$ cat config.mk
export PLATFORM = sky130hd
export DESIGN_NAME = irq_arbiter
export DESIGN_NICKNAME = d
export VERILOG_FILES = /design/src/rtl/irq_pkg.sv /design/src/rtl/irq_pin_detect.sv /design/src/rtl/irq_select.sv /design/src/rtl/irq_service_stack.sv /design/src/rtl/irq_arbiter.sv
export SDC_FILE = /design/constraint.sdc
export NUM_CORES = 1
export LEC_CHECK = 0
export CAP_MARGIN = 20
export CORE_MARGIN = 1.5
export CORE_UTILIZATION = 63
export CTS_CLUSTER_SIZE = 20
export DETAILED_ROUTE_END_ITERATION = 6
export DONT_BUFFER_PORTS = 1
export PLACE_DENSITY = 0.8
export SLEW_MARGIN = 15
export SYNTH_ARGS = -nofsm -noshare
export SYNTH_HDL_FRONTEND = slang
export SYNTH_SLANG_ARGS = --single-unit
$ cat constraint.sdc
create_clock -name clk -period 14.73 [get_ports clk]
set_input_delay 2.2095 -clock clk [delete_from_list [all_inputs] [get_ports clk]]
set_output_delay 2.2095 -clock clk [all_outputs]
set_load 0.01 [all_outputs]
$ cat src/rtl/irq_pkg.sv
package irq_pkg;
  localparam int NUM_SRC    = 7;
  localparam int NUM_LVL    = 4;
  localparam int IDX_W      = $clog2(NUM_SRC);
  localparam int LVL_W      = $clog2(NUM_LVL);
  localparam int VEC_W      = 24;
  localparam logic [VEC_W-1:0] VEC_BASE = 24'hFF0003;
  localparam int VEC_STRIDE = 8;

  typedef logic [LVL_W-1:0] lvl_t;
  typedef logic [IDX_W-1:0] idx_t;

  function automatic logic [VEC_W-1:0] src_vector(idx_t idx);
    return VEC_BASE + VEC_W'(idx) * VEC_W'(VEC_STRIDE);
  endfunction
endpackage

$ cat src/rtl/irq_pin_detect.sv
module irq_pin_detect #(
  parameter int SYNC_STAGES = 2
) (
  input  logic clk,
  input  logic rst_n,
  input  logic pin_n,
  input  logic edge_mode,
  input  logic clr,
  output logic flag
);
  logic [SYNC_STAGES-1:0] sync_q;
  logic prev_q;
  logic edge_flag_q;
  logic fall;

  always_ff @(posedge clk or negedge rst_n) begin
    if (!rst_n) begin
      sync_q <= '1;
      prev_q <= 1'b1;
    end else begin
      sync_q <= {sync_q[SYNC_STAGES-2:0], pin_n};
      prev_q <= sync_q[SYNC_STAGES-1];
    end
  end

  assign fall = prev_q & ~sync_q[SYNC_STAGES-1];

  always_ff @(posedge clk or negedge rst_n) begin
    if (!rst_n)
      edge_flag_q <= 1'b0;
    else if (fall)
      edge_flag_q <= 1'b1;
    else if (clr)
      edge_flag_q <= 1'b0;
  end

  assign flag = edge_mode ? edge_flag_q : ~sync_q[SYNC_STAGES-1];
endmodule

$ cat src/rtl/irq_select.sv
module irq_select
  import irq_pkg::*;
(
  input  logic [NUM_SRC-1:0] pend,
  input  logic [NUM_SRC-1:0] lvl_hi,
  input  logic [NUM_SRC-1:0] lvl_lo,
  input  logic               glob_en,
  input  logic [NUM_LVL-1:0] stack,
  output logic               req,
  output idx_t               win_idx,
  output lvl_t               win_lvl
);
  logic found;
  logic busy;
  lvl_t busy_lvl;

  always_comb begin
    found   = 1'b0;
    win_idx = '0;
    win_lvl = '0;
    for (int i = 0; i < NUM_SRC; i++) begin
      if (pend[i] && (!found || {lvl_hi[i], lvl_lo[i]} > win_lvl)) begin
        found   = 1'b1;
        win_idx = idx_t'(i);
        win_lvl = {lvl_hi[i], lvl_lo[i]};
      end
    end
  end

  always_comb begin
    busy     = 1'b0;
    busy_lvl = '0;
    for (int l = 0; l < NUM_LVL; l++) begin
      if (stack[l]) begin
        busy     = 1'b1;
        busy_lvl = lvl_t'(l);
      end
    end
  end

  assign req = glob_en & found & (!busy || (win_lvl > busy_lvl));
endmodule

$ cat src/rtl/irq_service_stack.sv
module irq_service_stack
  import irq_pkg::*;
(
  input  logic               clk,
  input  logic               rst_n,
  input  logic               push,
  input  lvl_t               push_lvl,
  input  logic               pop,
  output logic [NUM_LVL-1:0] stack
);
  logic [NUM_LVL-1:0] nxt;

  always_comb begin
    nxt = stack;
    if (pop) begin
      for (int l = 0; l < NUM_LVL; l++)
        if (stack[l]) nxt = stack & ~(NUM_LVL'(1) << l);
    end
    if (push) nxt[push_lvl] = 1'b1;
  end

  always_ff @(posedge clk or negedge rst_n) begin
    if (!rst_n) stack <= '0;
    else        stack <= nxt;
  end
endmodule

$ cat src/rtl/irq_arbiter.sv
module irq_arbiter
  import irq_pkg::*;
#(
  parameter int ARR_MODS    = 5,
  parameter int SYNC_STAGES = 2
) (
  input  logic                clk,
  input  logic                rst_n,
  input  logic [1:0]          ext_pin,
  input  logic [1:0]          ext_edge_mode,
  input  logic                tmr0_ovf,
  input  logic                tmr1_ovf,
  input  logic                tmr2_ovf,
  input  logic                tmr2_ext,
  input  logic                ser_rx,
  input  logic                ser_tx,
  input  logic                arr_cnt,
  input  logic [ARR_MODS-1:0] arr_mod,
  input  logic [7:0]          ie_reg,
  input  logic [7:0]          iph_reg,
  input  logic [7:0]          ipl_reg,
  input  logic                irq_take,
  input  logic                irq_ret,
  output logic                irq_req,
  output logic [VEC_W-1:0]    irq_vec,
  output logic [NUM_SRC-1:0]  irq_ack,
  output logic [NUM_LVL-1:0]  lvl_active
);
  localparam int EXT_IDX [2] = '{0, 2};

  logic [1:0]         ext_flag;
  logic [NUM_SRC-1:0] raw;
  logic [NUM_SRC-1:0] pend;
  logic [NUM_SRC-1:0] grant;
  logic               xfer;
  idx_t               win_idx;
  lvl_t               win_lvl;
  logic               unused_rsvd;

  assign unused_rsvd = iph_reg[7] ^ ipl_reg[7];

  for (genvar k = 0; k < 2; k++) begin : g_pin
    irq_pin_detect #(.SYNC_STAGES(SYNC_STAGES)) u_det (
      .clk       (clk),
      .rst_n     (rst_n),
      .pin_n     (ext_pin[k]),
      .edge_mode (ext_edge_mode[k]),
      .clr       (grant[EXT_IDX[k]]),
      .flag      (ext_flag[k])
    );
  end

  assign raw = {arr_cnt | (|arr_mod),
                tmr2_ovf | tmr2_ext,
                ser_rx | ser_tx,
                tmr1_ovf,
                ext_flag[1],
                tmr0_ovf,
                ext_flag[0]};
  assign pend = raw & ie_reg[NUM_SRC-1:0];

  irq_select u_sel (
    .pend    (pend),
    .lvl_hi  (iph_reg[NUM_SRC-1:0]),
    .lvl_lo  (ipl_reg[NUM_SRC-1:0]),
    .glob_en (ie_reg[7]),
    .stack   (lvl_active),
    .req     (irq_req),
    .win_idx (win_idx),
    .win_lvl (win_lvl)
  );

  assign xfer    = irq_req & irq_take;
  assign grant   = xfer ? (NUM_SRC'(1) << win_idx) : '0;
  assign irq_vec = src_vector(win_idx);

  irq_service_stack u_stk (
    .clk      (clk),
    .rst_n    (rst_n),
    .push     (xfer),
    .push_lvl (win_lvl),
    .pop      (irq_ret),
    .stack    (lvl_active)
  );

  always_ff @(posedge clk or negedge rst_n) begin
    if (!rst_n) irq_ack <= '0;
    else        irq_ack <= grant;
  end
endmodule

==> qor.tcl, run 1 <==
set qor(cts_hold_buffers) 0
set qor(synth_seq_cells) 19
set qor(critical_path.endpoint_type) {primary output}
set qor(number_of_cts_inserted_buffers) 3
set qor(overflow) 0
set qor(worst_path_most_repeated_cell) {ha_1}
set qor(vias) 1342
set qor(number_of_antenna_violations_at_the_first_check_in_global_routing) 0
set qor(post_synth.cell_area_avg_sq_um) 9.308
set qor(number_of_clock_sinks) 19
set qor(drt_wl_total_mm) 3.296
set qor(min_period_ns) 13.32
set qor(area_delta_synth_final_pct) -1.921
set qor(path_class) {input port to primary output}
set qor(synthesis.instances) 189
set qor(placement.io_buffers) 0
set qor(nets) 249
set qor(power.density_nw_per_um2) 127.5
set qor(synth-warning-count) 0
set qor(cts_root_buf) {clkbuf_4}
set qor(buffers_inserted_by_post_cts_timing_repair) 0
set qor(ys_async_sr_fraction_pct) 100.0
set qor(ir_drop_mv) 0.09693
set qor(status) {completed}
set qor(seq_area_frac_synth_pct) 27.45
set qor(combinational_family_with_the_most_area_after_synthesis) {compound AO/OA/AOI/OAI gates}
set qor(max-cap-violations) 0
set qor(synth_compound_gate_area_share_pct) 30.23
set qor(postSynth.topFlopCell) {dfrtp_1}
set qor(drt-pass1-iter-count) 4
set qor(post-route-drc-count) 0
set qor(post_dp_hpwl_mm) 2.799
set qor(ant_nets) 0
set qor(timing.slew.headroom_pct) 63.32
set qor(grt_setup_unrepaired) {false}
set qor(io-pin-count) 80
set qor(cp_data_arrival_time_ns) 11.11
set qor(initial_utilization_pct) 68.52
set qor(drt-wirelength-per-cell_um) 14.98
set qor(yosys.area_share.adder_pct) 9.957
set qor(post_synth_mux_area_share_pct) 0
set qor(num_antenna_cells) 0
set qor(cts-root-to-sink-buffers) 2
set qor(largest_net_degree_at_the_start_of_global_routing) 20
set qor(globalRouteTotalUtil_pct) 20.90
set qor(rows) 18
set qor(report.final.hold_viol_count) 0
set qor(final_cell_count_no_fill) 220
set qor(htree_levels) 1
set qor(cp_data_required_time_ns) 12.52
set qor(timing.critical_path.from_type) {input port}
set qor(drt-initial-drc-count) 29
set qor(max_freq_mhz) 75.05
set qor(crit_slowest_cell) {a221oi_1}
set qor(critical_path.max_stage_delay_ns) 0.41
set qor(die-width_um) 55.84
set qor(via_per_inst) 6.100
set qor(yosysUniqueCellTypes) 54
set qor(postCtsResizedCells) 0
set qor(synth_enable_flop_cells) 0
set qor(dpl.cell_count) 216
set qor(post-route-period-util_pct) 90.46
set qor(clkTransAtPathRegs_ns) 0.09
set qor(die-area_sq_um) 3118
set qor(synth_area_sq_um) 1759
set qor(finalSetupViolCount) 0
set qor(synth_simple_gate_area_share_pct) 18.07
set qor(worstPathMaxFanout) 8
set qor(setup_total_negative_slack_ns) 0
set qor(timing.hold.worst.class) {register to register}
set qor(timing.final.max_slew_violations) 0
set qor(tritoncts) {done}
set qor(dieHeight_um) 55.84
set qor(grt_first_pass_wirelength_mm) 5.230
set qor(leakagePower_nw) 0.8101
set qor(final_replace_weighted_congestion) 0.7988
set qor(layout-drive-gt1-share_pct) 18.42
set qor(clock_skew_ns) 0.003809
set qor(worstMarginPinSlew_ns) 0.5430
set qor(first_global_vias) 1193
set qor(xor_xnor_portion_of_the_synthesized_cell_area_pct) 0
set qor(clock_insertion_delay_worst_skew_ns) 0.29
set qor(core_region_area_sq_um) 2567
[cell families (layout without fill, tap and decap cells)]
group                      Yosys count  in the layout
AOI/OAI and AO/OA                   56             56
adders and majority gates           14             14
buffers and inverters               42             24
DFF                                 19             19
other                                2             21
and+or+nand+nor                     56             56
[worst paths after layout]
kind	from	slack [ns]	to	depth (start not counted)
setup reg to reg	g_pin[0].u_det.sync_q[1]$_DFF_PN1_	4.60	g_pin[0].u_det.edge_flag_q$_DFFE_PN0P_	47
setup / recovery	ie_reg[0]	1.41	irq_req	43
hold / removal	g_pin[1].u_det.sync_q[0]$_DFF_PN1_	0.37	g_pin[1].u_det.sync_q[1]$_DFF_PN1_	0
hold reg to reg	g_pin[1].u_det.sync_q[0]$_DFF_PN1_	0.37	g_pin[1].u_det.sync_q[1]$_DFF_PN1_	0
min in group asynchronous	rst_n	1.60	irq_ack[3]$_DFF_PN0_	0
max in group asynchronous	rst_n	12.95	g_pin[0].u_det.sync_q[0]$_DFF_PN1_	0
[cells in the mapped netlist (2+ instances only)]
library cell | number | share of area [%]
nor3_1 | 3 | 0.85
o31ai_1 | 3 | 1.3
o21a_2 | 2 | 1.0
nor2b_4 | 2 | 1.6
conb_1 | 2 | 0.43
a21oi_1 | 4 | 1.1
inv_2 | 2 | 0.43
a32o_1 | 2 | 1.1
ha_1 | 14 | 10
a31oi_1 | 2 | 0.71
dfstp_2 | 6 | 9.0
o21a_1 | 2 | 0.85
inv_1 | 18 | 3.8
a21oi_2 | 2 | 1.0
o31a_1 | 2 | 1.0
a221oi_1 | 2 | 1.0
nand2b_1 | 3 | 1.1
nor2_1 | 11 | 2.3
nor2b_1 | 5 | 1.8
o21ai_0 | 9 | 2.6
dfrtp_1 | 13 | 18
a22oi_1 | 3 | 1.3
and2_1 | 3 | 1.1
o31ai_2 | 4 | 2.8
buf_4 | 21 | 9.0
o22ai_1 | 2 | 0.71
nand2_1 | 17 | 3.6
a221oi_2 | 2 | 1.7
o31ai_4 | 3 | 3.6
[power breakdown]
part | switching, W | internal (W) | leakage (nW)
sequential | 0.0000105 | 0.0000612 | 0.233
clock | 0.0000135 | 0.0000105 | 0.0150
combinational | 0.0000740 | 0.0000502 | 0.562
total | 0.0000980 | 0.000122 | 0.810
[critical path, delay by kind of cell]
kind / cells / cell delay, ns
AO/OA/AOI/OAI: 23 / 4.86
adder cells (fa/ha/maj): 7 / 2.03
buffers and inverters: 1 / 0.07
AND/OR/NAND/NOR: 12 / 1.91
[sequential cells by signal, summed over array words and instances (netlist names)]
signal                   count
g_pin.u_det.prev_q           2
irq_ack                      7
g_pin.u_det.sync_q           4
u_stk.stack                  4
g_pin.u_det.edge_flag_q      2
[per-stage QoR]
| step | setup slack (ns) | total power [W] | area [sq um] | utilization, % | hold slack, ns |
|---|---|---|---|---|---|
| 6_report | 1.406 | 0.0002200 | 1725 | 67.20 | 0.3656 |
| 3_5_place_dp | 1.471 | 0.0001960 | 1699 | 66.18 | 0.3499 |
| 3_3_place_gp | 1.661 | 0.0001897 | 1699 | 66.18 | 0.3485 |
| 5_1_grt | 0.6970 | 0.0002378 | 1725 | 67.20 | 0.3707 |
| 4_1_cts | 1.427 | 0.0002207 | 1725 | 67.20 | 0.3668 |
| 2_1_floorplan | 2.467 | 0.0001790 | 1831 | - | 0.3452 |
[cell type report]
type	count	area (sq um)
Inverter	20	75.07
Clock buffer	4	26.28
Fill cell	213	842.1
Multi-Input combinational cell	147	1104
Sequential cell	19	483.0
Tap cell	30	37.54
[layout by cell type, fill, tap and decap left out, drive strengths merged, types with 2 or more instances in the layout]
cell type and n:
o22ai 2, a21oi 6, a221oi 4, nor2 11
nand2b 4, and2 3, a22oi 4, conb 21
ha 14, o21a 4, o31a 2, a32o 2
o31ai 10, nor4 2, dfstp 6, o21ai 9
nor2b 7, dfrtp 13, inv 20, a31oi 2
nand2 18, nor3 4, clkbuf 4
[routing by layer]
layer  vias to the layer above  track usage [%]  share of wire [%]
met5                         -                0                  0
met4                         0            9.184                2.1
met3                         6            3.721                8.0
met2                        66            34.69                 48
met1                       629            26.56                 42
li1                        641                -                  -
No activity file was read; power rests on OpenSTA's default activity.
==> run 2: changes to the inputs <==
--- a/config.mk
+++ b/config.mk
@@ -5,13 +5,13 @@
 export SDC_FILE = /design/constraint.sdc
 export NUM_CORES = 1
 export LEC_CHECK = 0
+export BUFFER_PORTS_ARGS = -buffer_cell sky130_fd_sc_hd__buf_2
 export CAP_MARGIN = 20
-export CORE_MARGIN = 1.5
-export CORE_UTILIZATION = 63
+export CORE_UTILIZATION = 47
 export CTS_CLUSTER_SIZE = 20
 export DETAILED_ROUTE_END_ITERATION = 6
-export DONT_BUFFER_PORTS = 1
-export PLACE_DENSITY = 0.8
+export PLACE_DENSITY = 0.81
+export SETUP_SLACK_MARGIN = 0.2
 export SLEW_MARGIN = 15
 export SYNTH_ARGS = -nofsm -noshare
 export SYNTH_HDL_FRONTEND = slang
==> run 2 against run 1 <==
Against the previous run: global-route usage fell by 2.2 points; register-to-register slack got worse by 0.03 ns; largest cell class unchanged; setup slack lost 0.22 ns; fmax is 1.6% lower.
==> qor.tcl, run 2 (synthesis results as in run 1) <==
set qor(worstMarginPinSlew_ns) 0.6397
set qor(die-width_um) 63.18
set qor(met3RoutedLength_um) 171
set qor(postCtsResizedCells) 0
set qor(fin_hold_ws_ns) 0.3600
set qor(layout-drive-gt1-share_pct) 36.99
set qor(critical_path.top_delay_family) {compound AO/OA/AOI/OAI gates}
set qor(setup_total_negative_slack_ns) 0
set qor(power.switching_fraction_pct) 43.30
set qor(num_antenna_cells) 0
set qor(first_global_vias) 1380
set qor(core_region_area_sq_um) 3468
set qor(min_from) {g_pin[0].u_det.sync_q[0]$_DFF_PN1_}
set qor(clkTransAtPathRegs_ns) 0.07
set qor(reg2regPathDepth) 47
set qor(clock_skew_ns) 0.005595
set qor(flip_flop_count_of_the_largest_register_all_copies_and_words_added) 7
set qor(number_of_clock_sinks) 19
set qor(cts-root-to-sink-buffers) 2
set qor(multiInputGateArea_sq_um) 1104
set qor(rr_startpoint) {g_pin[0].u_det.sync_q[1]$_DFF_PN1_}
set qor(number_of_cts_inserted_buffers) 3
set qor(tritoncts) {done}
set qor(io-pin-count) 80
set qor(leakagePower_nw) 1.056
set qor(post-route-period-util_pct) 91.95
set qor(cp_data_required_time_ns) 12.52
set qor(cp_data_arrival_time_ns) 11.33
set qor(ir_drop_mv) 0.04037
set qor(register_area_sq_um) 483.0
set qor(worstPathMaxFanout) 8
set qor(cts_root_buf) {clkbuf_8}
set qor(htree_levels) 1
set qor(timing.slew.headroom_pct) 56.80
set qor(power_switching_w) 0.0001084
set qor(crit_buf_inv) 2
set qor(register_bank_with_the_most_flops) {irq_ack}
set qor(placement.io_buffers) 56
set qor(grt_first_pass_wirelength_mm) 6.023
set qor(vias) 1491
set qor(filler_cell_count) 329
set qor(dr.max_layer_used) {met4}
set qor(timing.rr.end) {g_pin[0].u_det.edge_flag_q$_DFFE_PN0P_}
set qor(largest_net_degree_at_the_start_of_global_routing) 20
set qor(globalRouteTotalUtil_pct) 18.74
set qor(status) {completed}
set qor(finalSetupViolCount) 0
set qor(finalCoreUtilization_pct) 58.95
set qor(ant_nets) 0
set qor(power_frac_comb_pct) 58.8
set qor(clock_insertion_delay_worst_skew_ns) 0.25
set qor(path_class) {input port to primary output}
set qor(timing.critical_path.from_type) {input port}
set qor(max-cap-violations) 0
set qor(crit_slowest_cell) {a221oi_1}
set qor(post_dp_hpwl_mm) 3.005
set qor(critical_path.max_stage_delay_ns) 0.48
set qor(most_common_cell_after_layout_fill_and_taps_aside) {buf_2}
set qor(area_delta_synth_final_pct) 16.22
set qor(max_freq_mhz) 73.83
set qor(power.internal_w) 0.0001419
set qor(buffers_inserted_by_post_cts_timing_repair) 0
set qor(timing.hold.worst.class) {register to register}
set qor(critical_path.endpoint_type) {primary output}
set qor(grt_setup_unrepaired) {false}
set qor(power.density_nw_per_um2) 122.4
set qor(die-area_sq_um) 3992
set qor(wirelength_met1_mm) 1.630
set qor(overflow) 0
set qor(timing.final.max_slew_violations) 0
set qor(drt-pass1-iter-count) 4
set qor(drt-wirelength-per-cell_um) 12.50
set qor(min_period_ns) 13.54
set qor(cts_hold_buffers) 0
set qor(number_of_antenna_violations_at_the_first_check_in_global_routing) 0
set qor(post-route-drc-count) 0
set qor(drt_wl_total_mm) 3.649
set qor(report.final.hold_viol_count) 0
set qor(clock_power_share_pct) 14.0
set qor(initial_utilization_pct) 50.72
set qor(final_replace_weighted_congestion) 0.8074
set qor(part_of_the_power_in_registers_pct) 27.2
set qor(holdPathEnd) {g_pin[0].u_det.sync_q[1]$_DFF_PN1_}
set qor(layout_common_cells) {buf_2, conb_1, inv_1}
set qor(rows) 21
set qor(nets) 305
set qor(via_per_inst) 5.106
set qor(min_delay_path_depth) 0
set qor(routed-wl-met2_mm) 1.778
set qor(worst_path_most_repeated_cell) {ha_1}
set qor(reg_top3) {irq_ack x7, g_pin.u_det.sync_q x4, u_stk.stack x4}
set qor(dieHeight_um) 63.18
set qor(reg2reg_setup_slack_ns) 4.57
set qor(drt-initial-drc-count) 83
==> run 2: cell count changes in the layout (fill, tap and decap cells not counted) <==
| cell | delta |
|---|---|
| buf_2 | +56 |
| clkbuf_8 | +3 |
| clkbuf_4 | -3 |
==> run 2: cell type report <==
cell class,count,share of cell area [%]
inverter,20,3.672
clock buffer,4,2.203
tap,46,2.815
timing repair buffer,56,13.71
sequential,19,23.62
multi-input combinational,147,53.98
==> run 2: worst max path at each step <==
stage	end	from	slack (ns)	cells after the start
2_1_floorplan	irq_req	ie_reg[0]	2.47	43
3_3_place_gp	irq_req	ext_edge_mode[0]	1.39	45
3_5_place_dp	irq_req	ext_edge_mode[0]	1.24	45
4_1_cts	irq_req	ext_edge_mode[0]	1.19	45
5_1_grt	irq_req	ext_edge_mode[0]	0.43	45
6_report	irq_req	ext_edge_mode[0]	1.19	45
==> run 2: metrics by stage <==
step	cells	power (W)	instance area, sq um	setup slack, ns
4_1_cts	292	0.0002518	2044	1.193
3_3_place_gp	288	0.0002081	1999	1.394
5_1_grt	292	0.0002717	2044	0.4342
6_report	292	0.0002503	2044	1.186
2_1_floorplan	208	0.0001790	1831	2.467
3_5_place_dp	288	0.0002137	1999	1.236
==> run 2: power by group through the flow <==
stage	Clock [W]	Sequential (W)	Combinational [W]
final	0.0000351	0.0000681	0.000147
after global routing	0.0000383	0.0000692	0.000164
after CTS	0.0000364	0.0000679	0.000147
after detailed placement	0	0.0000686	0.000145
after global placement	0	0.0000687	0.000139
after floorplan	0	0.0000708	0.000108
==> run 2: per-layer routing <==
layer | global-route usage, % | vias to the layer above
met5 | 0 | -
met4 | 7.386 | 0
met3 | 1.993 | 9
met2 | 31.85 | 49
met1 | 24.16 | 676
li1 | - | 757
